[config.mk]
export PLATFORM = sky130hd
export DESIGN_NAME = adc_result_regs
export DESIGN_NICKNAME = d
export VERILOG_FILES = /design/src/rtl/adc_result_pkg.sv /design/src/rtl/adc_res_store.sv /design/src/rtl/adc_res_format.sv /design/src/rtl/adc_trig_ctrl.sv /design/src/rtl/adc_result_regs.sv
export SDC_FILE = /design/constraint.sdc
export NUM_CORES = 1
export LEC_CHECK = 0
export ABC_AREA = 1
export ABC_CLOCK_PERIOD_IN_PS = 1400
export BUFFER_PORTS_ARGS = -buffer_cell sky130_fd_sc_hd__buf_4
export CORE_MARGIN = 4
export CORE_UTILIZATION = 47
export CTS_BUF_LIST = sky130_fd_sc_hd__clkbuf_8 sky130_fd_sc_hd__clkbuf_16
export DETAILED_ROUTE_END_ITERATION = 10
export PLACE_DENSITY_LB_ADDON = 0.3
export SYNTH_ARGS = -nofsm -noshare
export SYNTH_HDL_FRONTEND = slang
export SYNTH_SLANG_ARGS = --single-unit
[constraint.sdc]
create_clock -name clk -period 1.4 [get_ports clk]
set_input_delay 0.35 -clock clk [delete_from_list [all_inputs] [get_ports clk]]
set_output_delay 0.35 -clock clk [all_outputs]
set_load 0.02 [all_outputs]
[src/rtl/adc_result_pkg.sv]
// Package: shared widths, bus address map and control-register bit positions
// for the ADC result register block. Assumes a result wider than a bus byte
// but no wider than two bytes.
package adc_result_pkg;
    localparam int RES_W    = 10;
    localparam int BYTE_W   = 8;
    localparam int N_SRC    = 8;
    localparam int SRC_W    = $clog2(N_SRC);
    localparam int ADDR_W   = 2;
    localparam int SPARE_BIT = 6;

    typedef enum logic [ADDR_W-1:0] {
        A_LO   = 2'd0,
        A_HI   = 2'd1,
        A_CTRL = 2'd2,
        A_NONE = 2'd3
    } reg_addr_e;

    typedef struct packed {
        logic             spare;
        logic [SRC_W-1:0] src;
    } ctrl_t;
endpackage

[src/rtl/adc_res_store.sv]
// Module: adc_res_store
// Holds the latest conversion sample and the read-consistency lock.
// A low-byte read sets the lock, and a high-byte read clears it.
// A done strobe is stored only when no lock is held and no low-byte read
// is in progress. Assumes the read strobes are single-cycle qualified.
module adc_res_store #(
    parameter int RES_W = 10
) (
    input  logic             clk,
    input  logic             rst_n,
    input  logic             rd_lo,
    input  logic             rd_hi,
    input  logic             done,
    input  logic [RES_W-1:0] data,
    output logic [RES_W-1:0] sample,
    output logic             locked
);
    logic             lock_q;
    logic [RES_W-1:0] sample_q;
    logic             capture;

    // Decide whether this cycle's completed conversion may be stored.
    always_comb begin
        capture = done && !lock_q && !rd_lo;
    end

    // Track the lock across a low-byte then high-byte read pair.
    always_ff @(posedge clk) begin
        if (!rst_n) begin
            lock_q <= 1'b0;
        end else if (rd_hi) begin
            lock_q <= 1'b0;
        end else if (rd_lo) begin
            lock_q <= 1'b1;
        end
    end

    // Store the sample when capture is allowed.
    always_ff @(posedge clk) begin
        if (!rst_n) begin
            sample_q <= '0;
        end else if (capture) begin
            sample_q <= data;
        end
    end

    assign sample = sample_q;
    assign locked = lock_q;
endmodule

[src/rtl/adc_res_format.sv]
// Module: adc_res_format
// Splits the stored sample into a high byte and a low byte, either right
// or left justified. Purely combinational. Assumes BYTE_W < RES_W <= 2*BYTE_W.
module adc_res_format #(
    parameter int RES_W  = 10,
    parameter int BYTE_W = 8
) (
    input  logic              left,
    input  logic [RES_W-1:0]  sample,
    output logic [BYTE_W-1:0] hi_byte,
    output logic [BYTE_W-1:0] lo_byte
);
    localparam int PAIR_W = 2 * BYTE_W;
    localparam int PAD_W  = PAIR_W - RES_W;

    logic [PAIR_W-1:0] right_pair;
    logic [PAIR_W-1:0] left_pair;
    logic [PAIR_W-1:0] pair;

    generate
        if (PAD_W > 0) begin : g_pad
            assign right_pair = {{PAD_W{1'b0}}, sample};
            assign left_pair  = {sample, {PAD_W{1'b0}}};
        end else begin : g_nopad
            assign right_pair = sample;
            assign left_pair  = sample;
        end
    endgenerate

    // Pick the layout and split it into bytes.
    always_comb begin
        pair    = left ? left_pair : right_pair;
        hi_byte = pair[PAIR_W-1:BYTE_W];
        lo_byte = pair[BYTE_W-1:0];
    end
endmodule

[src/rtl/adc_trig_ctrl.sv]
// Module: adc_trig_ctrl
// Holds the trigger-select control register, which contains the source
// index and a spare storage bit. Also registers the multiplexed flag and
// produces a registered single-cycle start on its rising edge when
// auto-trigger is enabled. Because the edge is taken after the mux, a
// source change onto a high flag also fires a start.
module adc_trig_ctrl #(
    parameter int N_SRC     = 8,
    parameter int BYTE_W    = 8,
    parameter int SPARE_BIT = 6
) (
    input  logic              clk,
    input  logic              rst_n,
    input  logic              wr_ctrl,
    input  logic [BYTE_W-1:0] wdata,
    input  logic              auto_en,
    input  logic [N_SRC-1:0]  flags,
    output logic [BYTE_W-1:0] ctrl_rdata,
    output logic              start
);
    localparam int SRC_W = $clog2(N_SRC);

    logic [SRC_W-1:0] src_q;
    logic             spare_q;
    logic             sel;
    logic             sel_q;
    logic             start_q;

    // Control register write.
    always_ff @(posedge clk) begin
        if (!rst_n) begin
            src_q   <= '0;
            spare_q <= 1'b0;
        end else if (wr_ctrl) begin
            src_q   <= wdata[SRC_W-1:0];
            spare_q <= wdata[SPARE_BIT];
        end
    end

    // Select the active flag and assemble the register read value.
    always_comb begin
        sel                   = flags[src_q];
        ctrl_rdata            = '0;
        ctrl_rdata[SRC_W-1:0] = src_q;
        ctrl_rdata[SPARE_BIT] = spare_q;
    end

    // Remember the previous mux output and emit a pulse on its rising edge.
    always_ff @(posedge clk) begin
        if (!rst_n) begin
            sel_q   <= 1'b0;
            start_q <= 1'b0;
        end else begin
            sel_q   <= sel;
            start_q <= auto_en && sel && !sel_q;
        end
    end

    assign start = start_q;
endmodule

[src/rtl/adc_result_regs.sv]
// Module: adc_result_regs (top)
// Bus-facing ADC result and trigger-select register block. Decodes the
// address, steers reads to the result bytes or the control register, and
// connects the storage, formatting and trigger submodules. Read data is
// combinational, and read strobes take effect at the next edge.
module adc_result_regs
    import adc_result_pkg::*;
(
    input  logic              clk,
    input  logic              rst_n,
    input  logic [ADDR_W-1:0] bus_addr,
    input  logic              bus_rd,
    input  logic              bus_wr,
    input  logic [BYTE_W-1:0] bus_wdata,
    output logic [BYTE_W-1:0] bus_rdata,
    input  logic              justify_left,
    input  logic              auto_trig_en,
    input  logic              conv_done,
    input  logic [RES_W-1:0]  conv_data,
    input  logic [N_SRC-1:0]  irq_flags,
    output logic              conv_start
);
    logic              rd_lo, rd_hi, wr_ctrl;
    logic [RES_W-1:0]  sample;
    logic              locked;
    logic [BYTE_W-1:0] hi_byte, lo_byte, ctrl_rdata;

    // Decode bus strobes per register.
    always_comb begin
        rd_lo   = bus_rd && (bus_addr == A_LO);
        rd_hi   = bus_rd && (bus_addr == A_HI);
        wr_ctrl = bus_wr && (bus_addr == A_CTRL);
    end

    adc_res_store #(.RES_W(RES_W)) u_store (
        .clk    (clk),
        .rst_n  (rst_n),
        .rd_lo  (rd_lo),
        .rd_hi  (rd_hi),
        .done   (conv_done),
        .data   (conv_data),
        .sample (sample),
        .locked (locked)
    );

    adc_res_format #(.RES_W(RES_W), .BYTE_W(BYTE_W)) u_fmt (
        .left    (justify_left),
        .sample  (sample),
        .hi_byte (hi_byte),
        .lo_byte (lo_byte)
    );

    adc_trig_ctrl #(.N_SRC(N_SRC), .BYTE_W(BYTE_W), .SPARE_BIT(SPARE_BIT)) u_trig (
        .clk        (clk),
        .rst_n      (rst_n),
        .wr_ctrl    (wr_ctrl),
        .wdata      (bus_wdata),
        .auto_en    (auto_trig_en),
        .flags      (irq_flags),
        .ctrl_rdata (ctrl_rdata),
        .start      (conv_start)
    );

    // Read-data multiplexer.
    always_comb begin
        unique case (bus_addr)
            A_LO:    bus_rdata = lo_byte;
            A_HI:    bus_rdata = hi_byte;
            A_CTRL:  bus_rdata = ctrl_rdata;
            default: bus_rdata = '0;
        endcase
    end
endmodule

==> flow_summary.toml, run 1 <==
[route]
drtIter0Drc = 46
top_layer = "met4"
wirelength_um = 2990
drt-pass1-iter-count = 4
wl_met2_um = 1580
wl_met1_um = 1070
antenna_left = 0
wire_per_inst_um = 14.8
met3_length_um = 263
vias = 1084
drc = 0
vias_per_cell = 5.37

[yosys]
ys_seq_elements = 17
ys_seq_area_share_pct = 38.5
synth_async_sr_flop_share_pct = 0
yosys_warnings = 0
yosys_most_used_dff = "dfxtp_1"
syn_inst = 128
synth_top_cell_area_share_pct = 38.5
synth_area_leaders = "dfxtp_1 (38%), inv_1 (11%), nand2_1 (8.5%), nor2_1 (7.2%), o21ai_0 (6.2%)"
synthTopCellsByCount = "inv_1 (25), nand2_1 (20), dfxtp_1 (17), nor2_1 (17), o21ai_0 (11)"
yosysMostFrequentCell = "inv_1"
synth.largest_area_cell = "dfxtp_1"
synth_edf_count = 0
avgSynthCellArea_um2 = 6.91
synthDistinctLibCells = 20
netlist_area_um2 = 885
synthesis.nets = 163

[layout]
design_area_mm2 = 0.00145
syn_to_final_growth_pct = 63.9
final_cell_count_no_fill = 202
drive_above_1_share_pct = 43.5
final_nets = 213
diodes = 0

[placement]
placed_area_mm2 = 0.00125
dp_cells = 197
io_buffers = 39
hpwl_um = 1870
place.gp.congestion = 0.907

[critical_path]
cp-start-kind = "input pin"
reg2reg_to = "u_store.sample[5]$_SDFFE_PN0P_"
endpoint_kind = "primary output"
required_ns = 1.05
r2r_slack_ns = 0.36
crit_fanout = 5
timing.rr.start = "u_store.locked$_SDFFE_PP0P_"
criticalPathCategory = "input pin to primary output"
critPathArrivalTime_ns = 1.14
reg2regPathDepth = 5

[timing]
finalMaxSlewViolations = 0
worstMarginPinSlew_ns = 0.253
layout_setup_ws_ns = -0.0921
setup_viol = 8
clock_skew_ns = 0.000663
rsz0062_at_grt = "true"
hold_viol_final = 0
setup_tns_ns = -0.385
relSlewSlack_pct = 83.1
min_period_ns = 1.49
max_freq_mhz = 670
timing.final.crit_share_pct = 107

[clock_tree]
clock_latency_ns = 0.25
cts_buffer_depth = 2
clkTransAtPathRegs_ns = 0.06
clock-sinks = 17
postCtsHoldBufs = 0
root_buffer = "clkbuf_8"
cts_tree = "done"
cts_made_buffers = 3
cts-htree-levels = 1

[global_routing]
grt_pass1_wl_um = 4230
grt_pass1_vias = 1024
grt_overflow = 0
grt_use_total_pct = 21.2
antenna_found_initial = 0
grt_max_degree = 17

[min_path]
whs_endpoint = "u_store.sample[2]$_SDFFE_PN0P_"
hp-start = "conv_data[2]"
worstHoldPathCells = 3
hp-class = "input pin to flop"

[run]
drv_cap = 0

[power]
share_seq_of_total_power_pct = 44.6
power.switching_mw = 0.356
comb_power_share_pct = 26.8
p_leak_nw = 0.696
swShare_pct = 28.9
irDropWorstVdd_uv = 602
clock_power_share_pct = 28.6
p_int_mw = 0.877
powerDensity_mw_per_mm2 = 851

[outcome]
violations = "negative setup slack"
outcome = "complete, but fails checks"

[floorplan]
die_h_um = 51.4
dieArea_mm2 = 0.00264
num_rows = 15
dieWidth_um = 51.4
ios = 44
core_area_mm2 = 0.00176
initial_core_util_pct = 50.1
-- layer usage --
layer  up-vias  track usage [%]
li1        515                -
met3        16             4.08
met4         0             7.42
met5         -                0
met1       488             25.1
met2        65             37.7
-- worst max-delay path, stage by stage --
cell and delay (ns):
buf_12 0.10, inv_8 0.04, buf_6 0.11, nor2_4 0.15, nand2_1 0.09, o211ai_1 0.11
buf_4 0.18
-- power groups by stage --
stage	combinational, mW	sequential, mW	clock (mW)
2_1_floorplan	0.139	0.549	0
6_report	0.330	0.550	0.353
3_5_place_dp	0.271	0.553	0
3_3_place_gp	0.260	0.552	0
5_1_grt	0.358	0.552	0.378
4_1_cts	0.296	0.545	0.359
-- cells by family (layout without fill, tap and decap cells) --
kind of cell	Yosys count	in the layout	share of synthesized area [%]
buffers and inverters	27	76	12.3
flip-flops	17	17	38.5
AO/OA/AOI/OAI	35	35	23.2
AND/OR/NAND/NOR	49	49	26.0
-- repair_timing --
item,CTS,global route
gates resized for setup,27,22
setup endpoints to repair,8,8
buffers inserted,0,1
pin swaps,8,7
-- state kept, by name (all words and copies together), names as in the netlist --
name / cells
u_trig.start: 1
u_trig.spare_q: 1
u_store.locked: 1
u_trig.sel_q: 1
u_trig.src_q: 3
u_store.sample: 10
-- worst max path at each step --
| stage | start | to | slack [ns] | depth (start not counted) |
|---|---|---|---|---|
| floorplan | bus_addr[1] | bus_rdata[2] | 0.01 | 5 |
| global placement | bus_addr[1] | bus_rdata[2] | -0.08 | 7 |
| detailed placement | bus_addr[1] | bus_rdata[2] | -0.1 | 7 |
| CTS | bus_addr[1] | bus_rdata[5] | -0.03 | 7 |
| global route | bus_addr[0] | bus_rdata[2] | -0.13 | 7 |
| finish | bus_addr[1] | bus_rdata[1] | -0.09 | 7 |
-- layout make-up --
class,instances,area [um2]
Fill cell,138,314
Sequential cell,17,344
Clock inverter,1,3.75
Multi-Input combinational cell,84,505
Inverter,25,109
Tap cell,25,31.3
Timing Repair Buffer,47,415
Clock buffer,3,41.3
-- metrics by stage --
stage	setup WS [ns]	hold slack, ns	total power [mW]	utilization, %
2_1_floorplan	0.0146	0.437	0.688	-
3_3_place_gp	-0.0799	0.444	0.812	71.1
3_5_place_dp	-0.0995	0.460	0.825	71.1
4_1_cts	-0.0271	0.335	1.20	77.5
5_1_grt	-0.135	0.337	1.29	82.2
6_report	-0.0921	0.336	1.23	82.2
-- layout by cell type, fill, tap and decap left out, types with 2 or more instances in the layout --
| cell | n |
|---|---|
| nand2_1 | 17 |
| buf_12 | 2 |
| nor2_1 | 14 |
| nand2_4 | 2 |
| inv_2 | 4 |
| dfxtp_1 | 14 |
| nand3_1 | 7 |
| o21ai_2 | 2 |
| o211ai_1 | 3 |
| nor2_4 | 4 |
| inv_1 | 19 |
| dfxtp_2 | 3 |
| buf_4 | 35 |
| buf_6 | 10 |
| o21ai_1 | 6 |
| o21ai_0 | 8 |
| a21oi_1 | 9 |
| clkbuf_8 | 3 |
No activity file was read; power rests on OpenSTA's default activity.
==> inputs of run 2 (changes only) <==
--- a/config.mk
+++ b/config.mk
@@ -5,11 +5,10 @@
 export SDC_FILE = /design/constraint.sdc
 export NUM_CORES = 1
 export LEC_CHECK = 0
-export ABC_AREA = 1
 export ABC_CLOCK_PERIOD_IN_PS = 1400
 export BUFFER_PORTS_ARGS = -buffer_cell sky130_fd_sc_hd__buf_4
 export CORE_MARGIN = 4
-export CORE_UTILIZATION = 47
+export CORE_UTILIZATION = 50
 export CTS_BUF_LIST = sky130_fd_sc_hd__clkbuf_8 sky130_fd_sc_hd__clkbuf_16
 export DETAILED_ROUTE_END_ITERATION = 10
 export PLACE_DENSITY_LB_ADDON = 0.3
==> run 2 against run 1 <==
Net effect:
- sequential share of layout area is 1.5 points lower
- highest routed layer unchanged
- largest cell class unchanged
- routed wire length decreased by 15%
- largest power group unchanged
- via count decreased by 7.1%
- the flow still finishes with violations (negative setup slack)
- clock skew is 0.0019 ns higher
- die area rose by 10%
- global-route usage is 2.3 points lower
==> flow_summary.toml, run 2 <==
[outcome]
outcome = "complete, but fails checks"
violations = "negative setup slack"

[yosys]
syn_inst = 115
synthTopCellsByCount = "dfxtp_1 (17), o21ai_0 (12), a21boi_2 (10), nand3_2 (10), nand2_1 (8)"
yosys_warnings = 0
yosys_most_used_dff = "dfxtp_1"
synthesis.nets = 150
synthDistinctLibCells = 30
avgSynthCellArea_um2 = 9.20
synth_async_sr_flop_share_pct = 0
yosysMostFrequentCell = "dfxtp_1"
netlist_area_mm2 = 0.00106
ys_seq_elements = 17
synth.largest_area_cell = "dfxtp_1"
synth_top_cell_area_share_pct = 32.2
ys_seq_area_share_pct = 32.2
synth_edf_count = 0
synth_area_leaders = "dfxtp_1 (32%), a21boi_2 (11%), nand3_2 (9.5%), o21ai_0 (5.7%), mux2i_1 (3.8%)"

[run]
drv_cap = 0

[power]
power.switching_mw = 0.323
comb_power_share_pct = 24.5
p_leak_nw = 0.604
p_int_mw = 0.874
powerDensity_mw_per_mm2 = 773
share_seq_of_total_power_pct = 44.8
clock_power_share_pct = 30.7
irDropWorstVdd_uv = 522
swShare_pct = 27.0

[clock_tree]
cts-htree-levels = 1
cts_buffer_depth = 2
cts_made_buffers = 3
cts_setup_buffers = 0
cts_tree = "done"
clock-sinks = 17
clock_latency_ns = 0.25
root_buffer = "clkbuf_8"
postCtsHoldBufs = 0
clkTransAtPathRegs_ns = 0.07

[floorplan]
dieArea_mm2 = 0.00292
die_h_um = 54.0
core_area_mm2 = 0.00198
num_rows = 16
dieWidth_um = 54.0
ios = 44
initial_core_util_pct = 53.4

[layout]
largest_reg_flops = 10
diodes = 0
drive_above_1_share_pct = 60.5
most-common-layout-cells = "buf_4 (40), dfxtp_1 (14), nand3_2 (10), a21boi_2 (10), o21ai_0 (9)"
regArea_um2 = 344
nFillCells = 139
syn_to_final_growth_pct = 46.2
multiInputGateArea_um2 = 717
final_nets = 193
final_common_cell = "buf_4"

[timing]
holdWs_ns = 0.333
setup_viol = 5
layout_setup_ws_ns = -0.167
min_period_ns = 1.57
rsz0062_at_grt = "true"
hold_viol_final = 0
worstMarginPinSlew_ns = 0.303
finalMaxSlewViolations = 0
timing.final.crit_share_pct = 112
relSlewSlack_pct = 79.8
max_freq_mhz = 638
clock_skew_ns = 0.00257

[global_routing]
grt_pass1_vias = 928
grt_overflow = 0
grt_use_total_pct = 19.0
top_usage_layer = "met2"
grtUsageMet3_pct = 3.60
grt_max_degree = 17
grt_use_met1_pct = 22.5
grt_pass1_wl_um = 4020
antenna_found_initial = 0
grtUsageMet2_pct = 32.5

[critical_path]
endpoint_kind = "primary output"
crit_fanout = 2
criticalPathCategory = "flop to primary output"
reg2regPathDepth = 4
critPathArrivalTime_ns = 1.22
cp-start-kind = "flop"
required_ns = 1.05

[min_path]
worstHoldPathCells = 3
hp-class = "input pin to flop"

[route]
vias_per_cell = 5.47
vias = 1007
wirelength_um = 2550
drc = 0
antenna_left = 0
drtIter0Drc = 20
drt-pass1-iter-count = 4
wire_per_inst_um = 13.9

[placement]
hpwl_um = 1880
io_buffers = 39
dpl_worst_slack_ns = -0.157
place.gp.congestion = 0.795
[run 2: changes by cell type after synthesis, sizes merged, moves of 5 or more]
cell / previous run / this run
nand2: 21 / 8
a21boi: 0 / 15
nand3: 9 / 14
buf: 1 / 9
nor2: 19 / 7
a21oi: 10 / 0
inv: 25 / 2
[run 2: final timing paths]
path,from,end,slack [ns]
worst max-delay path,u_store.sample[1]$_SDFFE_PN0P_,bus_rdata[1],-0.17
worst min-delay path,conv_data[0],u_store.sample[0]$_SDFFE_PN0P_,0.33
worst max register to register,u_trig.src_q[0]$_SDFFE_PN0P_,u_trig.start$_SDFF_PN0_,0.17
worst min register to register,u_trig.sel_q$_SDFF_PN0_,u_trig.start$_SDFF_PN0_,0.42
[run 2: kinds of logic after synthesis]
kind of cell    share of synthesized area (%)
compound gates                           29.6
buf+inv                                  7.56
flops                                    32.2
mux                                      5.91
simple gates                             24.8
[run 2: through the flow]
stage | TNS [ns] | power (mW) | util [%] | std cells | cell area, um2
after global routing | -0.693 | 1.25 | 78.1 | 184 | 1550
after CTS | -0.437 | 1.21 | 77.7 | 184 | 1540
final | -0.440 | 1.20 | 78.1 | 184 | 1550
after global placement | -0.714 | 0.795 | 70.4 | 180 | 1400
after floorplan | -0.122 | 0.691 | - | 115 | 1080
after detailed placement | -0.821 | 0.803 | 70.4 | 180 | 1400
[run 2: area by class of cell]
cell class                      count  area share, %
Sequential cell                    17           22.2
Clock inverter                      1          0.323
Clock buffer                        3           2.67
Tap cell                           27           2.18
Multi-Input combinational cell     86           46.3
Inverter                            2          0.485
Timing Repair Buffer               48           25.8
[run 2: critical path, cell delays in order (launching register included)]
cell       delay (ns)
dfxtp_2          0.33
mux2i_2          0.19
o2bb2ai_1        0.09
a22o_1           0.23
buf_6            0.13
[run 2: power groups by stage]
stage,combinational [mW],clock [mW],sequential [mW]
global placement,0.257,0,0.538
global route,0.318,0.396,0.538
finish,0.294,0.367,0.536
floorplan,0.157,0,0.534
CTS,0.293,0.378,0.535
detailed placement,0.264,0,0.540
[run 2: timing repair]
| item | CTS | global route |
|---|---|---|
| gates resized for setup | 25 | 2 |
| setup endpoints to repair | 8 | 8 |
| pin swaps | 10 | 5 |
| cloned | 0 | 0 |
[run 2: metal layers]
metal | part of all wire (%) | up-vias | wire, um
li1 | - | 496 | -
met1 | 39 | 469 | 984
met2 | 52 | 36 | 1340
met3 | 7.4 | 6 | 188
met4 | 1.6 | 0 | 40
met5 | 0 | - | 0
